==> config.mk <==
export PLATFORM = sky130hd
export DESIGN_NAME = hdlc_rx_deframer
export DESIGN_NICKNAME = d
export VERILOG_FILES = /design/src/rtl/hdlc_rx_pkg.sv /design/src/rtl/hdlc_rx_bitproc.sv /design/src/rtl/hdlc_rx_crc16.sv /design/src/rtl/hdlc_rx_framer.sv /design/src/rtl/hdlc_rx_deframer.sv
export SDC_FILE = /design/constraint.sdc
export NUM_CORES = 1
export LEC_CHECK = 0
export ABC_AREA = 1
export BUFFER_PORTS_ARGS = -buffer_cell sky130_fd_sc_hd__clkbuf_2
export CORE_ASPECT_RATIO = 0.75
export CORE_MARGIN = 10
export CORE_UTILIZATION = 35
export CTS_CLUSTER_DIAMETER = 30
export DETAILED_ROUTE_END_ITERATION = 12
export PLACE_DENSITY = 0.55
export SLEW_MARGIN = 10
export SYNTH_ARGS = -nofsm -noshare
export SYNTH_HDL_FRONTEND = slang
export SYNTH_SLANG_ARGS = --single-unit
==> constraint.sdc <==
create_clock -name clk -period 3.8 [get_ports clk]
set_clock_uncertainty 0.15 [all_clocks]
set_input_delay 0.19 -clock clk [delete_from_list [all_inputs] [get_ports clk]]
set_output_delay 0.19 -clock clk [all_outputs]
set_load 0.02 [all_outputs]
==> src/rtl/hdlc_rx_pkg.sv <==
// Shared constants for the HDLC receive deframer.
// Assumes octets are 8 bits and the check sequence is CRC-16 with reflected bit order.
package hdlc_rx_pkg;
    localparam logic [15:0] CRC_POLY = 16'h8408;
    localparam logic [15:0] CRC_INIT = 16'hFFFF;
    localparam logic [15:0] CRC_GOOD = 16'hF0B8;
    localparam int ST_W     = 3;
    localparam int ST_CRC   = 0;
    localparam int ST_ALIGN = 1;
    localparam int ST_ABORT = 2;
    localparam logic [7:0] ADDR_BCAST = 8'hFF;
endpackage

==> src/rtl/hdlc_rx_bitproc.sv <==
// Line bit processor: counts runs of ones and recognises flags, aborts and
// stuffed zeros. Surviving bits pass through a delay of FLAG_LEN-1 bits, so
// the leading bits of a flag are dropped before they reach the octet stage.
// Assumes at most one line bit per cycle, marked by bit_en.
module hdlc_rx_bitproc #(
    parameter int FLAG_LEN = 8
) (
    input  logic clk,
    input  logic rst_n,
    input  logic bit_en,
    input  logic bit_in,
    output logic commit,
    output logic cbit,
    output logic flag_evt,
    output logic abort_evt
);
    localparam int DLY       = FLAG_LEN - 1;
    localparam int OW        = $clog2(FLAG_LEN);
    localparam int STUFF_RUN = FLAG_LEN - 3;
    localparam int FLAG_RUN  = FLAG_LEN - 2;

    logic [OW-1:0]  ones;
    logic [DLY-1:0] dly;
    logic [OW-1:0]  dly_cnt;
    logic           stuffed, idle_one, accept;

    // Classify the current line bit from the run of ones before it
    always_comb begin
        stuffed   = bit_en && !bit_in && (ones == OW'(STUFF_RUN));
        flag_evt  = bit_en && !bit_in && (ones == OW'(FLAG_RUN));
        abort_evt = bit_en &&  bit_in && (ones == OW'(FLAG_RUN));
        idle_one  = bit_en &&  bit_in && (ones == OW'(DLY));
        accept    = bit_en && !stuffed && !flag_evt && !abort_evt && !idle_one;
        commit    = accept && (dly_cnt == OW'(DLY));
        cbit      = dly[DLY-1];
    end

    // Track the run of ones, saturating at the abort length
    always_ff @(posedge clk) begin
        if (!rst_n)
            ones <= '0;
        else if (bit_en)
            ones <= !bit_in ? '0 : (ones == OW'(DLY)) ? ones : ones + 1'b1;
    end

    // Delay accepted bits and flush the delay at flags and aborts
    always_ff @(posedge clk) begin
        if (!rst_n) begin
            dly     <= '0;
            dly_cnt <= '0;
        end else if (flag_evt || abort_evt || idle_one) begin
            dly_cnt <= '0;
        end else if (accept) begin
            dly     <= {dly[DLY-2:0], bit_in};
            dly_cnt <= (dly_cnt == OW'(DLY)) ? dly_cnt : dly_cnt + 1'b1;
        end
    end

    // a zero after five ones never reaches the data path
    p_stuff_drop_r3: assert property (@(posedge clk) disable iff (!rst_n)
        (bit_en && !bit_in && ones == OW'(STUFF_RUN)) |-> (!commit && !flag_evt));

    // data, flag and abort events never coincide
    p_event_excl_r1: assert property (@(posedge clk) disable iff (!rst_n)
        $onehot0({commit, flag_evt, abort_evt}));
endmodule

==> src/rtl/hdlc_rx_crc16.sv <==
// Bit-serial CRC-16 with reflected bit order: preset on init, one step per enabled bit.
// Assumes init and en are never both required in the same cycle (init wins).
module hdlc_rx_crc16
    import hdlc_rx_pkg::*;
(
    input  logic        clk,
    input  logic        rst_n,
    input  logic        init,
    input  logic        en,
    input  logic        din,
    output logic [15:0] crc
);
    logic fb;

    // Feedback of the next bit against the low end of the register
    always_comb fb = crc[0] ^ din;

    // Preset or advance the remainder
    always_ff @(posedge clk) begin
        if (!rst_n || init)
            crc <= CRC_INIT;
        else if (en)
            crc <= (crc >> 1) ^ (fb ? CRC_POLY : 16'h0000);
    end
endmodule

==> src/rtl/hdlc_rx_framer.sv <==
// Octet stage: builds octets from committed bits, filters on the first
// octet, holds the newest HOLD_DEPTH octets so the check octets never reach
// the FIFO, and writes end status at the closing flag or an abort. In
// transparent mode it packs raw strobed bits instead.
// Assumes flag_evt, abort_evt and commit are mutually exclusive.
module hdlc_rx_framer
    import hdlc_rx_pkg::*;
#(
    parameter int DATA_W     = 8,
    parameter int MIN_OCTETS = 4
) (
    input  logic              clk,
    input  logic              rst_n,
    input  logic              trans,
    input  logic              raw_valid,
    input  logic              raw_bit,
    input  logic              commit,
    input  logic              cbit,
    input  logic              flag_evt,
    input  logic              abort_evt,
    input  logic              addr_en,
    input  logic [DATA_W-1:0] addr,
    input  logic [15:0]       crc_val,
    output logic              crc_init,
    output logic              crc_en,
    output logic              wr_en,
    output logic [DATA_W-1:0] wr_data,
    output logic              wr_last,
    output logic [ST_W-1:0]   wr_stat
);
    localparam int HOLD_DEPTH = MIN_OCTETS - 1;
    localparam int BW         = $clog2(DATA_W);
    localparam int CW         = $clog2(MIN_OCTETS + 1);

    logic              in_frame, drop, trans_q;
    logic [BW-1:0]     bit_cnt;
    logic [CW-1:0]     octet_cnt;
    logic [DATA_W-1:0] shreg, nx_sh;
    logic [DATA_W-1:0] hold [HOLD_DEPTH];
    logic              take, octet_done, flushable;

    // Next shift value and event qualifiers
    always_comb begin
        nx_sh      = {(trans ? raw_bit : cbit), shreg[DATA_W-1:1]};
        take       = commit && in_frame && !drop && !trans;
        octet_done = bit_cnt == BW'(DATA_W - 1);
        flushable  = in_frame && !drop && (octet_cnt == CW'(MIN_OCTETS));
        crc_init   = flag_evt && !trans;
        crc_en     = take;
    end

    // Frame state, octet assembly, hold line and FIFO writes
    always_ff @(posedge clk) begin
        if (!rst_n) begin
            in_frame  <= 1'b0;
            drop      <= 1'b0;
            trans_q   <= 1'b0;
            bit_cnt   <= '0;
            octet_cnt <= '0;
            shreg     <= '0;
            for (int i = 0; i < HOLD_DEPTH; i++) hold[i] <= '0;
            wr_en     <= 1'b0;
            wr_data   <= '0;
            wr_last   <= 1'b0;
            wr_stat   <= '0;
        end else begin
            wr_en   <= 1'b0;
            wr_last <= 1'b0;
            wr_stat <= '0;
            trans_q <= trans;
            if (trans) begin
                in_frame <= 1'b0;
                if (!trans_q) begin
                    bit_cnt <= '0;
                end else if (raw_valid) begin
                    shreg   <= nx_sh;
                    bit_cnt <= bit_cnt + 1'b1;
                    if (octet_done) begin
                        wr_en   <= 1'b1;
                        wr_data <= nx_sh;
                    end
                end
            end else if (flag_evt) begin
                if (flushable) begin
                    wr_en             <= 1'b1;
                    wr_data           <= hold[HOLD_DEPTH-1];
                    wr_last           <= 1'b1;
                    wr_stat[ST_CRC]   <= crc_val != CRC_GOOD;
                    wr_stat[ST_ALIGN] <= bit_cnt != '0;
                end
                in_frame  <= 1'b1;
                drop      <= 1'b0;
                bit_cnt   <= '0;
                octet_cnt <= '0;
            end else if (abort_evt) begin
                if (flushable) begin
                    wr_en             <= 1'b1;
                    wr_data           <= hold[HOLD_DEPTH-1];
                    wr_last           <= 1'b1;
                    wr_stat[ST_ABORT] <= 1'b1;
                end
                in_frame <= 1'b0;
            end else if (take) begin
                shreg   <= nx_sh;
                bit_cnt <= bit_cnt + 1'b1;
                if (octet_done) begin
                    hold[0] <= nx_sh;
                    for (int i = 1; i < HOLD_DEPTH; i++) hold[i] <= hold[i-1];
                    if (octet_cnt != CW'(MIN_OCTETS)) octet_cnt <= octet_cnt + 1'b1;
                    if (octet_cnt >= CW'(HOLD_DEPTH)) begin
                        wr_en   <= 1'b1;
                        wr_data <= hold[HOLD_DEPTH-1];
                    end
                    if (octet_cnt == '0 && addr_en && nx_sh != addr && nx_sh != ADDR_BCAST)
                        drop <= 1'b1;
                end
            end
        end
    end

    // status is only ever reported on a frame's final write
    p_stat_on_last_r4: assert property (@(posedge clk) disable iff (!rst_n)
        (wr_en && !wr_last) |-> (wr_stat == '0));

    // transparent octets never end a frame
    p_trans_no_last_r9: assert property (@(posedge clk) disable iff (!rst_n)
        (wr_en && wr_last) |-> !$past(trans));

    // every write is caused by a strobed bit in the previous cycle
    p_write_cause_r12: assert property (@(posedge clk) disable iff (!rst_n)
        wr_en |-> $past(raw_valid));

    // a frame rejected by the address filter writes nothing
    p_drop_silent_r5: assert property (@(posedge clk) disable iff (!rst_n)
        drop |-> !wr_en);
endmodule

==> src/rtl/hdlc_rx_deframer.sv <==
// HDLC receive deframer for one channel slot. It chains the line bit
// processor, the CRC and the octet stage. Transparent packing is enabled only
// for B channels. Assumes the configuration inputs are static while a frame
// is in progress.
module hdlc_rx_deframer
    import hdlc_rx_pkg::*;
#(
    parameter int DATA_W     = 8,
    parameter int FLAG_LEN   = 8,
    parameter int MIN_OCTETS = 4
) (
    input  logic              clk,
    input  logic              rst_n,
    input  logic              bit_en,
    input  logic              bit_in,
    input  logic              cfg_d_chan,
    input  logic              cfg_transparent,
    input  logic              cfg_addr_en,
    input  logic [DATA_W-1:0] cfg_addr,
    output logic              wr_en,
    output logic [DATA_W-1:0] wr_data,
    output logic              wr_last,
    output logic [ST_W-1:0]   wr_stat
);
    logic        trans_act;
    logic        commit, cbit, flag_evt, abort_evt;
    logic        crc_init, crc_en;
    logic [15:0] crc_val;

    // Transparent packing is refused on the D channel
    always_comb trans_act = cfg_transparent && !cfg_d_chan;

    hdlc_rx_bitproc #(.FLAG_LEN(FLAG_LEN)) u_bitproc (
        .clk       (clk),
        .rst_n     (rst_n),
        .bit_en    (bit_en),
        .bit_in    (bit_in),
        .commit    (commit),
        .cbit      (cbit),
        .flag_evt  (flag_evt),
        .abort_evt (abort_evt)
    );

    hdlc_rx_crc16 u_crc (
        .clk   (clk),
        .rst_n (rst_n),
        .init  (crc_init),
        .en    (crc_en),
        .din   (cbit),
        .crc   (crc_val)
    );

    hdlc_rx_framer #(.DATA_W(DATA_W), .MIN_OCTETS(MIN_OCTETS)) u_framer (
        .clk       (clk),
        .rst_n     (rst_n),
        .trans     (trans_act),
        .raw_valid (bit_en),
        .raw_bit   (bit_in),
        .commit    (commit),
        .cbit      (cbit),
        .flag_evt  (flag_evt),
        .abort_evt (abort_evt),
        .addr_en   (cfg_addr_en),
        .addr      (cfg_addr),
        .crc_val   (crc_val),
        .crc_init  (crc_init),
        .crc_en    (crc_en),
        .wr_en     (wr_en),
        .wr_data   (wr_data),
        .wr_last   (wr_last),
        .wr_stat   (wr_stat)
    );

    // on a D channel no write is ever a transparent one
    p_dchan_no_trans_r10: assert property (@(posedge clk) disable iff (!rst_n)
        cfg_d_chan |-> !trans_act);
endmodule

* After elaboration in Yosys (flattened, before gate mapping)
Memories as Yosys holds them, arrays and structs flattened. Cells that the tools add are included.
Storage, ports and cells: register bits after elaboration 59, RAM bits 24, input bits 15, output and inout bits 13, word-level logic and storage cells 168, memories 1
Memories:
- u_framer.hold | depth 3, width 8, read ports 3, clocked after Yosys merged registers in 0, write ports 3, line hdlc_rx_framer.sv:39 | logic [DATA_W-1:0] hold [HOLD_DEPTH];
Cells by class: $add $sub $neg 4, order comparisons 1, equal/unequal tests 19, muxes and demuxes 60, bitwise operators 11, reduce and logical (&&, ||, !) cells 57
Operators with widths (number):
- $mux 8 | 19
- $mux 3 | 13
- $mux 1 | 27
- $logic_and 1x1->1 | 21
- $eq 3x3->1 const B | 6
- $mux 16 | 1
- $ne 16x16->1 const B | 1
- $xor 15x16->16 | 1
- $reduce_and 5->1 | 3
- $add 3x1->3 const B | 4
- $reduce_bool 2->1 | 6
- $logic_not 1->1 | 9
- $reduce_bool 3->1 | 3
- $ne 2x2->1 const B | 4
- $ne 8x8->1 | 1
- $ne 8x8->1 const B | 1
- $reduce_bool 4->1 | 2
- $ne 2x1->1 const B | 3
- $ne 3x3->1 const B | 2
- $not 1->1 | 6
- $reduce_and 2->1 | 3
- $reduce_and 6->1 | 1
- $reduce_or 2->1 | 2
- $reduce_or 4->1 | 1
- other kinds (8) | 12

* Depth between registers and ports, before layout
Gate-level depths: netlist of the first run.
depth in word-level cells 19, mapped depth 11, mapped depth without buffers 11

* Cells and area by module
A second synthesis of the first run with hierarchy kept.
Second synthesis, totals: cells, all modules 547, area, all modules 4130.2 um2
Modules (own cells, without submodules):
- hdlc_rx_framer | times used 1, cells each 375, area an instance 2827.7 um2, sequential area each 1301.2 um2
- hdlc_rx_bitproc | times used 1, cells each 89, area an instance 653.1 um2, sequential area each 260.2 um2
- hdlc_rx_crc16 | times used 1, cells each 81, area an instance 639.4 um2, sequential area each 320.3 um2
- hdlc_rx_deframer | times used 1, cells each 2, area an instance 10.0 um2, sequential area each 0.0 um2

* Worst setup path before layout of the first run
No wires, ideal clock.
kind reg-to-reg, start point register u_bitproc.ones[0], end point memory u_framer.hold[0][0], enable pin, setup time 0.381 ns, arrival 1.702 ns, data required time 3.269 ns, path slack 1.567 ns, stages on the path, launching flop included 8, path buffers 0, period minus slack after synthesis 2.233 ns, cell sequence dfxtp_1 -> ha_1 -> ha_1 -> nand2_1 -> nand3_2 -> nor2_8 -> nand3_2 -> nand2_1
RTL lines:
- start: declaration | line hdlc_rx_bitproc.sv:22 | logic [OW-1:0] ones;
- start signal: assignment | line hdlc_rx_bitproc.sv:43 | ones <= !bit_in ? '0 : (ones == OW'(DLY)) ? ones : ones + 1'b1;
- end: declaration | line hdlc_rx_framer.sv:39

==> run metrics, run 1 <==
max_cap viols=0; min-delay worst type=in -> reg; PD cells=between 400 and 500 mW/mm²; post-synthesis adder-cell area fraction=3.91%; Post-Layout Cell Count=673; diodes inserted=0; Worst Path Max Fanout=24; Final period util=between 60 and 70%; Slew headroom=between 50% and 60%; hpwl dp=approximately 6400 µm; Total Nets Final=555; initial antenna violation count=0; Bufs on Longest Clock Path=2; total number of vias=3,146; Lkg Pwr=2.06 nW; EDFF count, synth=24; routability congestion estimate=0.845; Avg Cell Area, Syn=between 7 and 8 µm²; mux share of post-synthesis cell area=0%; area share of and/or/nand/nor cells after synthesis=27.9%; worst setup path category=reg -> reg; Die Y=111 µm; Max Transition Viols Final=0; Inst Count DP=657; # resized after CTS=0; DRC=0; Synth Area in XOR/XNOR=0.684%; largest family of logic cells by synthesized area=simple AND/OR/NAND/NOR gates; prevailing post-synth register cell=dfxtp_1; initial DRC count=between 200 and 300; H-tree level count=3; pin count of the biggest net entering global routing=35; wire per inst=13.1 µm; Final setup viols=0; Total Wirelength=8820 µm; Synth Area in Compound Gates=approximately a tenth; first-pass GRT wire length=14,900 µm; CTS Root Cell=clkbuf_16; Num CTS Buffers=9; Fill cells=around 1.1k; critical path capture point type=flip-flop; Mapped Nets=around 530; sequential share of the synthesized area=49.0%; Syn Std Cell Area=0.00384 mm²; layout cells sized above 1=around an eighth; status=finished clean; total track usage=between 10% and 20%; Critical Path Start Type=flip-flop; CTS Hold Bufs=0; ANT nets after route=0; Peak Freq=0.394 GHz; commonest non-fill, non-tap cell in the layout=nor2_1; Worst-Skew Late Latency=0.34 ns; Netlist cell types=32; total clock sinks=82; commonest cells after routing, fill and taps aside=103 x nor2_1, 102 x nand2_1, 62 x inv_1; std cell rows=33; Seq cells post-synth=82; count of input and output buffers=27; Syn-to-layout area delta=14.1%; synth warn=0; CP arrival=2.55 ns; setup TNS=0 ns; RSZ-0062 raised after global routing=no; io pins=28; Data required, critical path=3.81 ns; worst-case reg-to-reg path depth=6; first drt pass iteration count=5; initial core utilization=35.5%; Final Hold Vio Count=0; Hold Crit Depth=3; Syn Inst Count=502; GRT overflow=0; Tmin final=2.54 ns; core box area=approximately 0.011 mm²; Worst Tran Pin Value=0.723 ns; post-DR vias/cell=about 4.7; post-CTS setup buffers=0; vias in the first global route=2,986; Async SR Flop Fraction=0%; die area=about 0.016 mm²; Chip Width=141 µm; Worst VDD drop=0.202 mV; CTS tree=yes; clk slew on worst S/H paths=0.06 ns
-- metrics by stage --
step / utilization [%] / hold WS [ns] / instance area, µm² / setup slack [ns] / power [mW]
after floorplan: - / 0.175 / 3840 / 1.57 / 1.02
after global placement: 37.8 / 0.291 / 4090 / 1.22 / 1.05
after detailed placement: 37.8 / 0.303 / 4090 / 1.06 / 1.05
after CTS: 40.5 / 0.0633 / 4380 / 1.24 / 1.91
after global routing: 40.5 / 0.0924 / 4380 / 1.01 / 1.96
final: 40.5 / 0.0748 / 4380 / 1.26 / 1.89
-- logic make-up (layout without fill, tap and decap cells) --
family | count (synthesis) | count (layout)
buf+inv | 84 | 115
flops | 82 | 82
compound gates | 70 | 70
simple gates | 251 | 251
xor+xnor | 3 | 3
fa+ha+maj | 12 | 12
-- layer usage --
layer,vias up,track usage [%],wire length (µm)
met3,14,4.07,461
met5,-,0,0
met4,0,4.19,134
met2,65,16.2,3630
met1,1432,16.0,4590
li1,1635,-,-
-- Yosys cell counts, types with 4 or more instances --
library cell | number | area [µm²]
a21oi_1 | 23 | 115
buf_2 | 6 | 30.0
clkbuf_1 | 4 | 15.0
dfxtp_1 | 58 | 1160
edfxtp_1 | 24 | 721
ha_1 | 12 | 150
inv_1 | 62 | 233
inv_2 | 9 | 33.8
nand2_1 | 102 | 383
nand3_1 | 24 | 120
nor2_1 | 103 | 387
o21ai_0 | 33 | 165
o21ai_1 | 9 | 45.0
-- final cells by class --
type                       instances  area (µm²)  share of cell area (%)
tap                              140         175                    4.00
clock inverter                     1        5.00                   0.114
inverter                          71         267                    6.08
timing repair buffer              28         143                    3.26
multi-input combinational        336        1620                    37.0
clock buffer                      15         290                    6.62
sequential                        82        1880                    42.9
-- worst max-delay path: stages (launching register included) --
cell	delay, ns
dfxtp_1	0.37
ha_1	0.16
ha_1	0.19
nand2_1	0.08
nor2_2	0.45
nand4_2	0.65
nor2_1	0.30
-- sequential cells by signal, indices dropped and copies added, names as in the netlist --
| register | flops |
|---|---|
| u_bitproc.ones | 3 |
| u_framer.hold | 24 |
| u_framer.drop | 1 |
| u_framer.trans_q | 1 |
| u_framer.bit_cnt | 3 |
| u_framer.in_frame | 1 |
| u_bitproc.dly_cnt | 3 |
| u_framer.wr_en | 1 |
| u_bitproc.dly | 7 |
| u_framer.wr_stat | 3 |
| u_crc.crc | 16 |
| u_framer.wr_last | 1 |
| u_framer.shreg | 7 |
| u_framer.octet_cnt | 3 |
| u_framer.wr_data | 8 |
-- power by group --
group	switching (mW)	internal, mW
combinational	0.0683	0.0328
sequential	0.0120	0.920
clock	0.338	0.523
total	0.418	1.47
-- worst paths after layout --
check | startpoint | to | slack (ns)
worst max-delay path | u_bitproc.dly_cnt[0]$_SDFFE_PP0P_ | u_framer.hold[0][4]$_SDFFCE_PN0P_ | 1.26
worst min register to register | u_crc.crc[7]$_SDFFE_PP1P_ | u_crc.crc[7]$_SDFFE_PP1P_ | 0.31
worst max register to register | u_bitproc.dly_cnt[0]$_SDFFE_PP0P_ | u_framer.hold[0][4]$_SDFFCE_PN0P_ | 1.26
worst min-delay path | bit_in | u_framer.wr_stat[2]$_SDFF_PP0_ | 0.07
Note: power is estimated with default switching activity, not from simulation.
==> run 2: changes to the inputs <==
Clock period 3.8 ns to 2.5 ns, I/O delays scaled along.
==> run 2 against run 1 <==
Sequential power increased by 52%. Core utilization increased by 0.60 points. Hold slack improved by 0.0088 ns. Cell area up 1.5%. Sequential share of layout area decreased by 0.63 points. Critical path depth grew 4. Via count grew 2.4%. Global-route usage is 0.41 points lower. Critical endpoint is now u_framer.wr_data[1]$_SDFFE_PN0P_.
==> run metrics, run 2 (synthesized netlist as in run 1, its figures left out) <==
initial antenna violation count=0 (unchanged); Cell Chain, Critical Path=ha_1 -> ha_1 -> nand2_1 -> nand3_2 -> nor2_8 -> nand4_1 -> nand2_2 -> inv_2 -> nor2_1 -> nor2_1; Worst Slack Setup Final=0.349 ns (-0.910 ns); CP top delay family=simple AND/OR/NAND/NOR gates; largest registers=u_framer.hold (24), u_crc.crc (16), u_framer.wr_data (8); Syn-to-layout area delta=15.8%; pin count of the biggest net entering global routing=26 (-26%); Critical R2R Launch=u_bitproc.ones[0]$_SDFFE_PN0P_; vias in the first global route=2,913 (-2.4%); post-DR vias/cell=4.75 (+1.5%); RSZ-0062 raised after global routing=no; Num CTS Buffers=9 (unchanged); met1 Usage GRT=15.4% (-0.61 points); first drt pass iteration count=5 (unchanged); Finished Cell Area=0.00445 mm² (+1.5%); min-delay worst type=in -> reg; Most flops, register=u_framer.hold; Worst VDD drop=0.324 mV (+61%); status=finished clean; layer with the highest usage=met2; commonest cells after routing, fill and taps aside=103 x nor2_1, 102 x nand2_1, 62 x inv_1; Die Y=111 µm (unchanged); worst setup path category=reg -> reg; hold path endpoint=u_framer.trans_q$_SDFF_PN0_; H-tree level count=3 (unchanged); Register Area=0.00188 mm² (unchanged); placed inst area=0.00414 mm² (+1.2%); count of input and output buffers=27 (unchanged); Inst Count DP=662 (+0.76%); HP Start=cfg_transparent; setup TNS=0 ns (unchanged); total number of vias=3,223 (+2.4%); Worst Path Max Fanout=17 (-29%); wire per inst=12.7 µm (-3.2%); Chip Width=141 µm (unchanged); Bufs on Longest Clock Path=2 (unchanged); layout cells sized above 1=13.2% (+1.4 points); initial core utilization=35.5% (unchanged); hpwl dp=6270 µm (-1.6%); std cell rows=33 (unchanged); Hold Worst Slack=0.0835 ns (+0.00878 ns); ANT nets after route=0 (unchanged); M2 GR Usage=16.1% (-0.12 points); die area=0.0156 mm² (unchanged); CTS tree=yes; clk slew on worst S/H paths=0.06 ns (about the same); max_cap viols=0 (unchanged); Reg-to-Reg End=u_framer.wr_data[1]$_SDFFE_PN0P_; # resized after CTS=0 (unchanged); Worst Tran Pin Value=0.507 ns (-0.216 ns); routability congestion estimate=0.821 (-2.9%); Final setup viols=0 (unchanged); worst-case reg-to-reg path depth=10 (+4); CP arrival=2.23 ns (-0.32 ns); DRC=0 (unchanged); critical path capture point type=flip-flop; Peak Freq=0.465 GHz (+18%); first-pass GRT wire length=14,400 µm (-3.2%); Tot Pwr=2.91 mW (+54%); Hold Crit Depth=3 (unchanged); Worst-Skew Late Latency=0.34 ns (about the same); commonest non-fill, non-tap cell in the layout=nor2_1; area of the multi-input gates=0.00162 mm² (unchanged); initial DRC count=236 (-14%); Max Transition Viols Final=0 (unchanged); total clock sinks=82 (unchanged); Data required, critical path=2.58 ns (-1.23 ns); pre-CTS WS=0.364 ns (-0.695 ns); total track usage=11.2% (-0.41 points); GR Util met3=3.85% (-0.21 points); CTS Root Cell=clkbuf_16; PD cells=655 mW/mm² (+52%); Total Wirelength=8610 µm (-2.3%); Final Core Density=41.1% (+0.60 points); Fill cells=1,112 (-0.45%); Lkg Pwr=2.08 nW (+1.3%); Critical Path Start Type=flip-flop; Largest stage delay, worst path=0.34 ns (-0.31 ns); core box area=0.0108 mm² (unchanged); Post-Layout Cell Count=679 (+0.89%); Slew headroom=65.8% (+14 points); GRT overflow=0 (unchanged); reg2reg setup slack=0.35 ns (-0.91 ns); Buf/Inv on CP=1 (+1); io pins=28 (unchanged); Total Nets Final=561 (+1.1%); diodes inserted=0 (unchanged); Final period util=86.0% (+19 points); Tmin final=2.15 ns (-0.390 ns); Final Hold Vio Count=0 (unchanged); max FFs per register=24 (unchanged); slowest stage cell on the critical path=dfxtp_1
[run 2: power by group]
group	switching, mW	internal [mW]	total (mW)
logic	0.102	0.0546	0.157
registers	0.0182	1.40	1.42
clock network	0.561	0.779	1.34
[run 2: worst max-delay path by stage]
stage | startpoint | end | slack (ns) | cells past startpoint
floorplan | u_bitproc.ones[0]$_SDFFE_PN0P_ | u_framer.hold[0][0]$_SDFFCE_PN0P_ | 0.27 | 7
global placement | u_bitproc.ones[0]$_SDFFE_PN0P_ | u_framer.hold[0][2]$_SDFFCE_PN0P_ | 0.40 | 8
detailed placement | u_bitproc.ones[0]$_SDFFE_PN0P_ | u_framer.hold[0][3]$_SDFFCE_PN0P_ | 0.36 | 8
CTS | u_bitproc.ones[0]$_SDFFE_PN0P_ | u_framer.wr_data[1]$_SDFFE_PN0P_ | 0.35 | 10
global route | u_bitproc.ones[0]$_SDFFE_PN0P_ | u_framer.wr_data[1]$_SDFFE_PN0P_ | 0.15 | 10
finish | u_bitproc.ones[0]$_SDFFE_PN0P_ | u_framer.wr_data[1]$_SDFFE_PN0P_ | 0.35 | 10
[run 2: worst reg2reg max path, delay by kind of cell (launching register included)]
family | cells | cell delay [ns]
buf+inv | 1 | 0.11
flops | 1 | 0.34
simple gates | 7 | 1.04
fa+ha+maj | 2 | 0.40
[run 2: repair_timing]
action                    in CTS  in global routing
buffers inserted               0                  0
hold buffers                   1                  0
hold endpoints to repair       1                  0
[run 2: cell type report]
class / count / area share [%]
clock buffers: 9 / 5.06
multi-input cells: 336 / 36.4
well taps: 140 / 3.94
flip-flops and latches: 82 / 42.3
inverters: 71 / 5.99
clock inverters: 7 / 1.69
repair buffers: 34 / 4.56
[run 2: metal layers]
layer / part of all wire [%] / vias up
li1: - / 1649
met1: 51 / 1479
met2: 42 / 84
met3: 6.3 / 11
met4: 0.95 / 0
met5: 0 / -
==> run 3: changes to the inputs <==
Settings changed: CORE_ASPECT_RATIO 0.75 to 0.6, CORE_MARGIN 10 to default, MAX_ROUTING_LAYER from default to met4.
==> run 3 against run 2 <==
Global-route usage up 5.2 points. Routed wire length down 2.2%. Hold slack better by 0.023 ns. First-iteration DRC count unchanged. Die area down 27%. Register-to-register slack worse by 0.02 ns. Cell area about the same. Clock-buffer cell count unchanged. Total power up 0.34%. Largest power group unchanged.
==> run metrics, run 3 (synthesized netlist as in run 1, its figures left out) <==
status=finished clean; worst setup path category=reg -> reg; Die Y=83.1 µm (-25%); min-delay worst type=in -> reg; total track usage=16.4% (+5.2 points); hold path endpoint=u_bitproc.ones[1]$_SDFFE_PN0P_; DRC=0 (unchanged); Critical R2R Launch=u_bitproc.ones[0]$_SDFFE_PN0P_; Total Nets Final=560 (-0.18%); Fill cells=1,095 (-1.5%); Inst Count DP=660 (-0.30%); Reg-to-Reg End=u_framer.wr_data[4]$_SDFFE_PN0P_; Cell Chain, Critical Path=ha_1 -> ha_1 -> nand2_1 -> nand3_2 -> nor2_8 -> nand4_1 -> nand2_2 -> inv_2 -> nor2_1 -> nor2_1; commonest cells after routing, fill and taps aside=103 x nor2_1, 102 x nand2_1, 62 x inv_1; Data required, critical path=2.58 ns (about the same); slowest stage cell on the critical path=dfxtp_1; Final Hold Vio Count=0 (unchanged); diodes inserted=0 (unchanged); CP arrival=2.25 ns (+0.02 ns); Post-Layout Cell Count=677 (-0.29%); std cell rows=29 (-12%); layout cells sized above 1=13.2% (+0.024 points); HP Start=bit_en; initial antenna violation count=0 (unchanged); Bufs on Longest Clock Path=2 (unchanged); max_cap viols=0 (unchanged); setup TNS=0 ns (unchanged); pin count of the biggest net entering global routing=35 (+35%); initial core utilization=36.1% (+0.62 points); Syn-to-layout area delta=15.8% (about the same); first drt pass iteration count=5 (unchanged); Worst Path Max Fanout=17 (unchanged); PD cells=657 mW/mm² (+0.37%); H-tree level count=3 (unchanged); Final setup viols=0 (unchanged); total clock sinks=82 (unchanged); die area=0.0114 mm² (-27%); core box area=0.0106 mm² (-1.7%); reg2reg setup slack=0.33 ns (-0.02 ns); Worst-Skew Late Latency=0.34 ns (about the same); hpwl dp=6210 µm (-0.97%); first-pass GRT wire length=14,000 µm (-3.2%); Buf/Inv on CP=1 (unchanged); # resized after CTS=0 (unchanged); routability congestion estimate=0.782 (-4.7%); post-DR vias/cell=4.68 (-1.5%); Chip Width=137 µm (-2.6%); Critical Path Start Type=flip-flop; Slew headroom=52.7% (-13 points); Largest stage delay, worst path=0.34 ns (about the same); RSZ-0062 raised after global routing=no; wire per inst=12.4 µm (-2.0%); initial DRC count=236 (unchanged); Tmin final=2.17 ns (+0.0205 ns); clk slew on worst S/H paths=0.06 ns (about the same); commonest non-fill, non-tap cell in the layout=nor2_1; max FFs per register=24 (unchanged); Hold Crit Depth=4 (+1); Worst VDD drop=0.313 mV (-3.2%); Total Wirelength=8420 µm (-2.2%); total number of vias=3,165 (-1.8%); count of input and output buffers=27 (unchanged); Most flops, register=u_framer.hold; worst-case reg-to-reg path depth=10 (unchanged); CTS Root Cell=clkbuf_16; Max Transition Viols Final=0 (unchanged); Lkg Pwr=2.09 nW (+0.31%); Final period util=86.8% (+0.82 points); vias in the first global route=2,885 (-0.96%); Worst Tran Pin Value=0.709 ns (+0.202 ns); Num CTS Buffers=9 (unchanged); GRT overflow=0 (unchanged); Peak Freq=0.461 GHz (-0.94%); CTS tree=yes; CP top delay family=simple AND/OR/NAND/NOR gates; critical path capture point type=flip-flop; io pins=28 (unchanged); largest registers=u_framer.hold (24), u_crc.crc (16), u_framer.wr_data (8); ANT nets after route=0 (unchanged)
==> run 3: cell types whose count changed in the layout (fill, tap and decap cells not counted), sizes merged <==
cell / change
clkinvlp: -2
inv: +2
buf: -1
==> run 3: worst register-to-register path: cells and delay by family, from the launching register on <==
kind,cells,cell delay [ns]
buffers and inverters,1,0.11
adder cells (fa/ha/maj),2,0.40
AND/OR/NAND/NOR,7,1.06
flip-flops,1,0.34
==> run 3: metrics by stage <==
step | total power [mW] | cell area, µm² | setup WS (ns) | utilization (%) | hold slack, ns
3_3_place_gp | 1.60 | 4130 | 0.395 | 38.8 | 0.300
3_5_place_dp | 1.60 | 4130 | 0.337 | 38.8 | 0.301
2_1_floorplan | 1.55 | 3840 | 0.267 | - | 0.110
4_1_cts | 2.96 | 4450 | 0.335 | 41.8 | 0.0829
6_report | 2.92 | 4450 | 0.329 | 41.8 | 0.107
5_1_grt | 3.05 | 4450 | 0.120 | 41.8 | 0.136
==> run 3: report_power, final <==
| group | internal (mW) | switching [mW] |
|---|---|---|
| registers | 1.40 | 0.0171 |
| logic | 0.0541 | 0.104 |
| clock network | 0.791 | 0.559 |
==> run 3: how the worst max path moves through the flow <==
stage,start,end,cells past startpoint
2_1_floorplan,u_bitproc.ones[0]$_SDFFE_PN0P_,u_framer.hold[0][0]$_SDFFCE_PN0P_,7
3_3_place_gp,u_bitproc.ones[0]$_SDFFE_PN0P_,u_framer.hold[0][0]$_SDFFCE_PN0P_,8
3_5_place_dp,u_bitproc.ones[0]$_SDFFE_PN0P_,u_framer.wr_data[4]$_SDFFE_PN0P_,10
4_1_cts,u_bitproc.ones[0]$_SDFFE_PN0P_,u_framer.wr_data[4]$_SDFFE_PN0P_,10
5_1_grt,u_bitproc.ones[0]$_SDFFE_PN0P_,u_framer.wr_data[6]$_SDFFE_PN0P_,10
6_report,u_bitproc.ones[0]$_SDFFE_PN0P_,u_framer.wr_data[4]$_SDFFE_PN0P_,10
==> run 3: final cells by class <==
| cell class | instances | area (µm²) | area share [%] |
|---|---|---|---|
| inverter | 71 | 267 | 5.99 |
| clock buffer | 9 | 225 | 5.07 |
| tap | 139 | 174 | 3.91 |
| clock inverter | 7 | 82.6 | 1.86 |
| sequential | 82 | 1880 | 42.3 |
| timing repair buffer | 33 | 195 | 4.39 |
| multi-input combinational | 336 | 1620 | 36.4 |
==> run 3: what timing repair did <==
item,CTS,global route
hold buffers,1,0
buffers inserted,0,0
endpoints found under the hold margin,1,0
==> run 3: routing by layer <==
| layer | wire length (µm) | up-vias | part of all wire (%) | track usage (%) |
|---|---|---|---|---|
| li1 | - | 1655 | - | - |
| met1 | 4490 | 1429 | 53 | 24.2 |
| met2 | 3310 | 72 | 39 | 20.9 |
| met3 | 536 | 9 | 6.4 | 5.31 |
| met4 | 75 | 0 | 0.89 | 5.00 |
| met5 | 0 | - | 0 | - |
